===== config.mk =====
export PLATFORM = sky130hd
export DESIGN_NAME = usb_out_ep_rx
export DESIGN_NICKNAME = d
export VERILOG_FILES = /design/src/rtl/usb_out_ep_pkg.sv /design/src/rtl/out_ep_decide.sv /design/src/rtl/out_ep_toggle.sv /design/src/rtl/out_ep_sticky.sv /design/src/rtl/usb_out_ep_rx.sv
export SDC_FILE = /design/constraint.sdc
export NUM_CORES = 1
export LEC_CHECK = 0
export BUFFER_PORTS_ARGS = -buffer_cell sky130_fd_sc_hd__buf_2
export CAP_MARGIN = 20
export CORE_MARGIN = 2
export CORE_UTILIZATION = 30
export DETAILED_ROUTE_END_ITERATION = 8
export PLACE_DENSITY = 0.58
export SLEW_MARGIN = 5
export SYNTH_ARGS = -nofsm -noshare
export SYNTH_HDL_FRONTEND = slang
export SYNTH_SLANG_ARGS = --single-unit

===== constraint.sdc =====
create_clock -name clk -period 2.6 [get_ports clk]
set_clock_uncertainty 0.2 [all_clocks]
set_input_delay 0.39 -clock clk [delete_from_list [all_inputs] [get_ports clk]]
set_output_delay 0.39 -clock clk [all_outputs]
set_load 0.03 [all_outputs]

===== src/rtl/usb_out_ep_pkg.sv =====
// Package: shared handshake encoding and sticky flag indices for the
// OUT endpoint receive controller.
package usb_out_ep_pkg;
    typedef enum logic [1:0] {
        HS_NONE  = 2'b00,
        HS_ACK   = 2'b01,
        HS_NAK   = 2'b10,
        HS_STALL = 2'b11
    } hs_code_e;

    localparam int FLAG_OVR = 0;
    localparam int FLAG_ERR = 1;
    localparam int FLAG_STL = 2;
    localparam int FLAG_N   = 3;
endpackage


===== src/rtl/out_ep_decide.sv =====
// Module: out_ep_decide
// Purely combinational verdict for one counted end-of-packet event.
// Priority: error, stall (non-iso), lack of space, iso accept, toggle
// mismatch, accept. Assumes all packet fields are valid while evt is high.
module out_ep_decide
    import usb_out_ep_pkg::*;
#(
    parameter int CNT_W = 10
) (
    input  logic             evt,
    input  logic             pid1,
    input  logic [CNT_W-1:0] len,
    input  logic [CNT_W-1:0] free,
    input  logic             crc_err,
    input  logic             stall,
    input  logic             iso,
    input  logic             tog_exp,
    output logic             hs_en,
    output hs_code_e         hs_code,
    output logic             commit,
    output logic             drop,
    output logic [FLAG_N-1:0] flag_set,
    output logic             tog_adv
);
    // Verdict selection by fixed priority.
    always_comb begin
        hs_en    = 1'b0;
        hs_code  = HS_NONE;
        commit   = 1'b0;
        drop     = 1'b0;
        flag_set = '0;
        tog_adv  = 1'b0;
        if (evt) begin
            if (crc_err) begin
                drop               = 1'b1;
                flag_set[FLAG_ERR] = 1'b1;
            end else if (stall && !iso) begin
                hs_en              = 1'b1;
                hs_code            = HS_STALL;
                drop               = 1'b1;
                flag_set[FLAG_STL] = 1'b1;
            end else if (len > free) begin
                drop               = 1'b1;
                flag_set[FLAG_OVR] = 1'b1;
                if (!iso) begin
                    hs_en   = 1'b1;
                    hs_code = HS_NAK;
                end
            end else if (iso) begin
                commit = 1'b1;
            end else if (pid1 != tog_exp) begin
                hs_en   = 1'b1;
                hs_code = HS_ACK;
                drop    = 1'b1;
            end else begin
                hs_en   = 1'b1;
                hs_code = HS_ACK;
                commit  = 1'b1;
                tog_adv = 1'b1;
            end
        end
    end
endmodule


===== src/rtl/out_ep_toggle.sv =====
// Module: out_ep_toggle
// Expected data toggle register. Clear has priority over advance.
module out_ep_toggle (
    input  logic clk,
    input  logic rst_n,
    input  logic adv,
    input  logic clr,
    output logic q
);
    // Toggle state update.
    always_ff @(posedge clk) begin
        if (!rst_n)   q <= 1'b0;
        else if (clr) q <= 1'b0;
        else if (adv) q <= ~q;
    end

    // the toggle moves only on an advance or a clear.
    a_r9_toggle_cause: assert property (@(posedge clk) disable iff (!rst_n)
        !$stable(q) |-> $past(adv || clr));
endmodule


===== src/rtl/out_ep_sticky.sv =====
// Module: out_ep_sticky
// One sticky flag: set by hardware, cleared by software, set wins.
module out_ep_sticky (
    input  logic clk,
    input  logic rst_n,
    input  logic set,
    input  logic clr,
    output logic q
);
    // Sticky bit update.
    always_ff @(posedge clk) begin
        if (!rst_n)   q <= 1'b0;
        else if (set) q <= 1'b1;
        else if (clr) q <= 1'b0;
    end

    // a flag rises only from a hardware set.
    a_r11_rise_cause: assert property (@(posedge clk) disable iff (!rst_n)
        $rose(q) |-> $past(set));
    // a lone clear empties the flag.
    a_r11_clear_works: assert property (@(posedge clk) disable iff (!rst_n)
        (clr && !set) |=> !q);
endmodule


===== src/rtl/usb_out_ep_rx.sv =====
// Module: usb_out_ep_rx
// Receive handshake controller for one OUT endpoint. Arms on an OUT
// token, judges the following end-of-packet event and registers the
// verdict, flags, byte count and toggle one cycle later.
// Assumes at most one end-of-packet per token and single-cycle pulses.
module usb_out_ep_rx
    import usb_out_ep_pkg::*;
#(
    parameter int CNT_W   = 10,
    parameter int MAX_PKT = 64
) (
    input  logic             clk,
    input  logic             rst_n,
    input  logic             tok_out,
    input  logic             pkt_end,
    input  logic             pkt_pid1,
    input  logic [CNT_W-1:0] pkt_len,
    input  logic             pkt_err,
    input  logic [CNT_W-1:0] fifo_free,
    input  logic             cfg_iso,
    input  logic             cfg_auto_clr,
    input  logic             sw_stall,
    input  logic             tog_clr,
    input  logic             rdy_clr,
    input  logic [2:0]       flag_clr,
    input  logic             rd_done,
    output logic             hs_valid,
    output logic [1:0]       hs_code,
    output logic             pkt_commit,
    output logic             pkt_drop,
    output logic             pkt_ready,
    output logic [CNT_W-1:0] rx_count,
    output logic             exp_toggle,
    output logic             fifo_full,
    output logic             overrun,
    output logic             data_err,
    output logic             sent_stall
);
    localparam logic [CNT_W-1:0] MAX_PKT_V = CNT_W'(MAX_PKT);

    logic              armed;
    logic              evt;
    logic              d_hs_en;
    hs_code_e          d_hs_code;
    hs_code_e          hs_q;
    logic              d_commit;
    logic              d_drop;
    logic [FLAG_N-1:0] d_flag_set;
    logic [FLAG_N-1:0] flag_q;
    logic              d_tog_adv;

    assign evt = pkt_end && armed;

    out_ep_decide #(.CNT_W(CNT_W)) u_decide (
        .evt      (evt),
        .pid1     (pkt_pid1),
        .len      (pkt_len),
        .free     (fifo_free),
        .crc_err  (pkt_err),
        .stall    (sw_stall),
        .iso      (cfg_iso),
        .tog_exp  (exp_toggle),
        .hs_en    (d_hs_en),
        .hs_code  (d_hs_code),
        .commit   (d_commit),
        .drop     (d_drop),
        .flag_set (d_flag_set),
        .tog_adv  (d_tog_adv)
    );

    out_ep_toggle u_toggle (
        .clk   (clk),
        .rst_n (rst_n),
        .adv   (d_tog_adv),
        .clr   (tog_clr),
        .q     (exp_toggle)
    );

    for (genvar gi = 0; gi < FLAG_N; gi++) begin : g_flag
        out_ep_sticky u_flag (
            .clk   (clk),
            .rst_n (rst_n),
            .set   (d_flag_set[gi]),
            .clr   (flag_clr[gi]),
            .q     (flag_q[gi])
        );
    end

    // Token arming: set by a token, consumed by end-of-packet.
    always_ff @(posedge clk) begin
        if (!rst_n)        armed <= 1'b0;
        else if (tok_out)  armed <= 1'b1;
        else if (pkt_end)  armed <= 1'b0;
    end

    // Verdict strobes registered for the FIFO and the transmitter.
    always_ff @(posedge clk) begin
        if (!rst_n) begin
            hs_valid   <= 1'b0;
            hs_q       <= HS_NONE;
            pkt_commit <= 1'b0;
            pkt_drop   <= 1'b0;
        end else begin
            hs_valid   <= d_hs_en;
            hs_q       <= d_hs_code;
            pkt_commit <= d_commit;
            pkt_drop   <= d_drop;
        end
    end

    // Byte count of the last accepted packet.
    always_ff @(posedge clk) begin
        if (!rst_n)        rx_count <= '0;
        else if (d_commit) rx_count <= pkt_len;
    end

    // Packet-ready: commit sets, software or auto drain clears.
    always_ff @(posedge clk) begin
        if (!rst_n)                                 pkt_ready <= 1'b0;
        else if (d_commit)                          pkt_ready <= 1'b1;
        else if (rdy_clr || (cfg_auto_clr && rd_done)) pkt_ready <= 1'b0;
    end

    assign hs_code    = hs_q;
    assign fifo_full  = fifo_free < MAX_PKT_V;
    assign overrun    = flag_q[FLAG_OVR];
    assign data_err   = flag_q[FLAG_ERR];
    assign sent_stall = flag_q[FLAG_STL];

    // an errored packet is silent, not committed, and flagged.
    a_r6_err_silent: assert property (@(posedge clk) disable iff (!rst_n)
        (evt && pkt_err) |=> (!hs_valid && !pkt_commit && data_err));
    // isochronous packets never get a handshake.
    a_r8_iso_silent: assert property (@(posedge clk) disable iff (!rst_n)
        (evt && cfg_iso) |=> !hs_valid);
    // a STALL answer leaves the sent-stall flag set.
    a_r7_stall_flag: assert property (@(posedge clk) disable iff (!rst_n)
        (hs_valid && hs_code == 2'b11) |-> sent_stall);
    // a committed packet is visible as ready.
    a_r3_commit_ready: assert property (@(posedge clk) disable iff (!rst_n)
        pkt_commit |-> pkt_ready);
    // commit and drop never coincide.
    a_r4_commit_drop_excl: assert property (@(posedge clk) disable iff (!rst_n)
        !(pkt_commit && pkt_drop));
    // strobes appear only after a counted event.
    a_r2_no_event_quiet: assert property (@(posedge clk) disable iff (!rst_n)
        !evt |=> (!hs_valid && !pkt_commit && !pkt_drop));
endmodule


======== Word-level counts from Yosys, hierarchy flattened ========
Index checks and enable logic that the tools add are counted.
operators by class
  $lt $le $gt $ge ......................... 2
  equality and inequality tests ........... 1
  muxes and demuxes ....................... 39
  bitwise gates (word level) .............. 3
  reduce and logical (&&, ||, !) cells .... 13
operator list
  operator                                                                number
  1-bit two-way mux                                                       35
  10-bit > comparator                                                     1
  10-bit by 7-bit < comparator with 1-bit output (second input constant)  1
  2-bit nonzero test                                                      5
  2-bit two-way mux                                                       3
  1-bit logical AND                                                       3
  3-bit two-way mux                                                       1
  1-bit NOT                                                               3
  3-bit OR reduction                                                      1
  2-bit AND reduction                                                     1
  2-bit OR reduction                                                      1
  1-bit logical NOT                                                       1
  1-bit logical OR                                                        1
  1-bit != test                                                           1
storage, ports and cells
  flip-flop bits (word level) ............. 21
  output and inout bits ................... 21
  word-level logic and storage cells ...... 69

======== Logic depth before layout (Yosys ltp) ========
  depth in word-level cells ............... 8
  mapped depth ............................ 8
  mapped depth without buffers ............ 7

======== Modules after synthesis ========
A second synthesis with hierarchy kept.
second synthesis, totals
  cell total of the unflattened synthesis .. 117
  area, all modules ....................... 1152.4 sq um
modules (own cells, without submodules)
  module         times used  cells an instance  area an instance (sq um)
  usb_out_ep_rx  1           51                 595.6
  out_ep_decide  1           54                 391.6
  out_ep_sticky  3           3                  41.3
  out_ep_toggle  1           3                  41.3

======== Worst setup path after synthesis ========
No wires, ideal clock.
  path kind ............................... in2reg
  start ................................... input port fifo_free[3]
  end ..................................... register pkt_drop
  library setup time ...................... 0.115 ns
  arrival time ............................ 1.728 ns
  required time ........................... 2.285 ns
  path slack .............................. 0.557 ns
  stages .................................. 7
  buffers on the path ..................... 0
  path through ............................ inv_1 > ha_1 > a211oi_2 > nor2_1 > a2111oi_4 > nor2_1 > o21ba_2
between the ends
  longest elaborated chain between the ends .. 4
RTL lines
  element                 line                  RTL
  start: declaration      usb_out_ep_rx.sv:19   input logic [CNT_W-1:0] fifo_free,
  10-bit > comparator     out_ep_decide.sv:42   end else if (len > free) begin
  1-bit two-way mux       out_ep_decide.sv:42
  1-bit two-way mux       out_ep_decide.sv:37   end else if (stall && !iso) begin
  1-bit two-way mux       out_ep_decide.sv:34   if (crc_err) begin
  end signal: assignment  usb_out_ep_rx.sv:107  pkt_drop <= d_drop;
  end: declaration        usb_out_ep_rx.sv:30   output logic pkt_drop,
Every way passes these cells.
A chain may end at the register's enable or synchronous reset.

======== Final worst setup path ========
  start ................................... input port pkt_len[9]
  end ..................................... register rx_count[8]
between the ends
  longest elaborated chain between the ends .. 5
RTL lines
  element                 line                  RTL
  start: declaration      usb_out_ep_rx.sv:17   input logic [CNT_W-1:0] pkt_len,
  10-bit > comparator     out_ep_decide.sv:42
  1-bit two-way mux       out_ep_decide.sv:42
  1-bit two-way mux       out_ep_decide.sv:37
  1-bit two-way mux       out_ep_decide.sv:34
  1-bit two-way mux       out_ep_decide.sv:33   if (evt) begin
  end signal: assignment  usb_out_ep_rx.sv:114  else if (d_commit) rx_count <= pkt_len;
  end: declaration        usb_out_ep_rx.sv:32   output logic [CNT_W-1:0] rx_count,
Every way passes these cells.

==> reports/results.tsv <==
stage	metric	value	unit
outcome	status	finished, final reports clean	
cts	CTS resizes	0	
logic_synthesis	Syn. warnings	0	
routing	number of DRC markers in iteration 0	41	
logic_synthesis	post-synthesis sequential area ratio	37.8	%
floorplan	core area	3610	um^2
cells_and_area	max reg flops	10	
sta	setup TNS	0	ps
routing	drt via density	4.62	
setup_path	CP required	2580	ps
power_and_ir_drop	leakage power	0.000797	uW
setup_path	Worst Setup End Kind	flip-flop	
logic_synthesis	Avg Inst Size Synth	8.98	um^2
sta	worst slew pin tran	669	ps
sta	post-route minimum period	2230	ps
cts	Inserted Clock Buffers	3	
sta	Final Hold Fails	0	
routing	Residual DRC	0	
setup_path	CP Max Fanout	10	
global_routing	vias in the first global route	998	
cts	buffer depth of the longest clock path	2	
setup_path	Critical Path AT	2220	ps
floorplan	Initial Util	30.9	%
routing	DRT Pass-1 Iters	4	
logic_synthesis	Syn Inst Count	124	
cells_and_area	Layout Cells excl Fill	227	
floorplan	Die Wd	64.9	um
setup_path	CP Launch Type	input port	
logic_synthesis	share of the synthesized area in the top cell type	37.8	%
logic_synthesis	Synth Flop Type	dfxtp_1	
cells_and_area	Finished Core Util	40.8	%
floorplan	Die Ht	64.9	um
cells_and_area	Final Cell Area	1470	um^2
place	Cell Area, Placed	1430	um^2
place	I/O Buffers	55	
global_routing	largest net degree at the start of global routing	29	
place	hpwl dp	2200	um
routing	routed len/inst	11.9	um
global_routing	antenna violations before repair	0	
logic_synthesis	syn nets	169	
global_routing	total track usage	13.3	%
cells_and_area	FF+latch area	420	um^2
routing	Vias	1049	
logic_synthesis	top cells by area, synth	dfxtp_1 (38%), ha_1 (11%), mux2i_1 (9.9%)	
cts	# hold bufs at CTS	0	
global_routing	first-pass GRT wire length	4280	um
cells_and_area	fraction of layout cells with a size suffix above 1	35.2	%
logic_synthesis	Mapped Area	1110	um^2
sta	fmax	448	MHz
floorplan	Rows	22	
cells_and_area	Fillers	378	
cells_and_area	Area Growth Syn to Fin	32.1	%
cts	worst skew pair latency	260	ps
logic_synthesis	Distinct cells, synth	30	
logic_synthesis	Post-synth top cells	nand2_1 (23), dfxtp_1 (21), inv_1 (13), mux2i_1 (11), ha_1 (10)	
cts	Post-CTS Setup Bufs	0	
floorplan	I/O pin total	56	
sta	fin. max-slew vios	0	
sta	relative slew slack	55.4	%
cts	CTS tree	done	
power_and_ir_drop	Max rail drop VDD	0.173	mV
cells_and_area	n_diodes	0	
cts	clk sink count	21	
setup_path	WS Path Type	input port to flip-flop	
logic_synthesis	Synth Register Bits	21	
sta	setup violators final	0	
cells_and_area	multi-input combinational cell area	622	um^2
power_and_ir_drop	Power Dens Cells	456	nW/um^2
routing	antenna-violating nets left	0	
logic_synthesis	most frequent cell after synthesis	nand2_1	
cts	H-tree depth	1	
cells_and_area	final net count	225	
sta	RSZ-0062 raised after global routing	false	
sta	period utilization	85.9	%
routing	DRT Wirelength	2690	um
cts	Reg clk slew, reported paths	70	ps
cts	Root Driver	clkbuf_8	
place	routability cong.	0.773	
cells_and_area	Biggest register	rx_count	
floorplan	die footprint	4220	um^2
job	Max Cap Viol	0	
place	placed insts	223	
logic_synthesis	Synth async-reset ratio	0	%
global_routing	global route overflow	0	
worst_hold_path	Hold WC Path Type	input port to flip-flop	
logic_synthesis	number of synthesized flops with an enable pin	0	
logic_synthesis	cell taking the most area after synthesis	dfxtp_1	
## worst paths after layout
kind                                  start          end  slack, ps  depth (start not counted)
worst max register to register   u_toggle.q  rx_count[8]        930                          5
worst min register to register  rx_count[7]  rx_count[7]        260                          2
worst max-delay path             pkt_len[9]  rx_count[8]        370                          7
worst min-delay path                tok_out        armed        160                          2
## through the flow
| stage | hold slack, ps | power [uW] | setup slack [ps] |
|---|---|---|---|
| final | 155 | 672 | 367 |
| after floorplan | 274 | 418 | 557 |
| after CTS | 149 | 682 | 337 |
| after detailed placement | 253 | 470 | 63.9 |
| after global placement | 245 | 466 | 203 |
| after global routing | 145 | 712 | 246 |
## logic make-up (layout without fill, tap and decap cells)
family	Yosys count	in the layout	synth area share, %
and+or+nand+nor	44	44	18.4
DFF	21	21	37.8
buffers and inverters	17	72	6.40
xor gates and xnor gates	1	1	0.787
muxes	11	11	9.89
adders and majority gates	10	10	11.2
AOI/OAI and AO/OA	20	20	15.5
## cell usage in the layout (no fill, tap or decap), drive strengths merged
cell type	count
a211oi	1
buf	55
a21boi	1
mux2i	11
a32o	3
nand2	23
inv	13
o31a	1
nor3	3
or3b	1
o21ai	4
nand4	2
nor2b	3
nor4	2
a2111oi	1
nand4b	1
nor2	5
nand3	2
xnor2	1
clkbuf	4
a21oi	3
o21ba	1
dfxtp	21
o31ai	1
nand2b	1
nand3b	1
ha	10
a21o	1
o21a	3
## metal layers
metal | vias up | global-route usage (%) | part of all wire, %
li1 | 533 | - | -
met1 | 475 | 16.0 | 43
met2 | 36 | 22.7 | 49
met3 | 5 | 1.74 | 5.5
met4 | 0 | 7.18 | 1.9
met5 | - | 0 | 0
## power breakdown
part | switching (uW) | internal [uW] | leakage, uW
sequential | 3.08 | 328 | 0.000170
combinational | 74.6 | 55.4 | 0.000604
clock | 101 | 109 | 0.0000228
total | 179 | 492 | 0.000797
## cell type report
cell class              count  area share [%]
multi-input cells          86            42.3
flip-flops and latches     21            28.6
repair buffers             55            18.7
well taps                  48            4.08
inverters                  13            3.32
clock buffers               4            3.06
## worst max-delay path, stage by stage
cell	delay (ps)
buf_2	110
ha_1	320
nand4_1	130
nor2_1	100
a32o_1	320
o21ai_2	570
mux2i_1	280
Note: power is estimated with default switching activity, not from simulation.
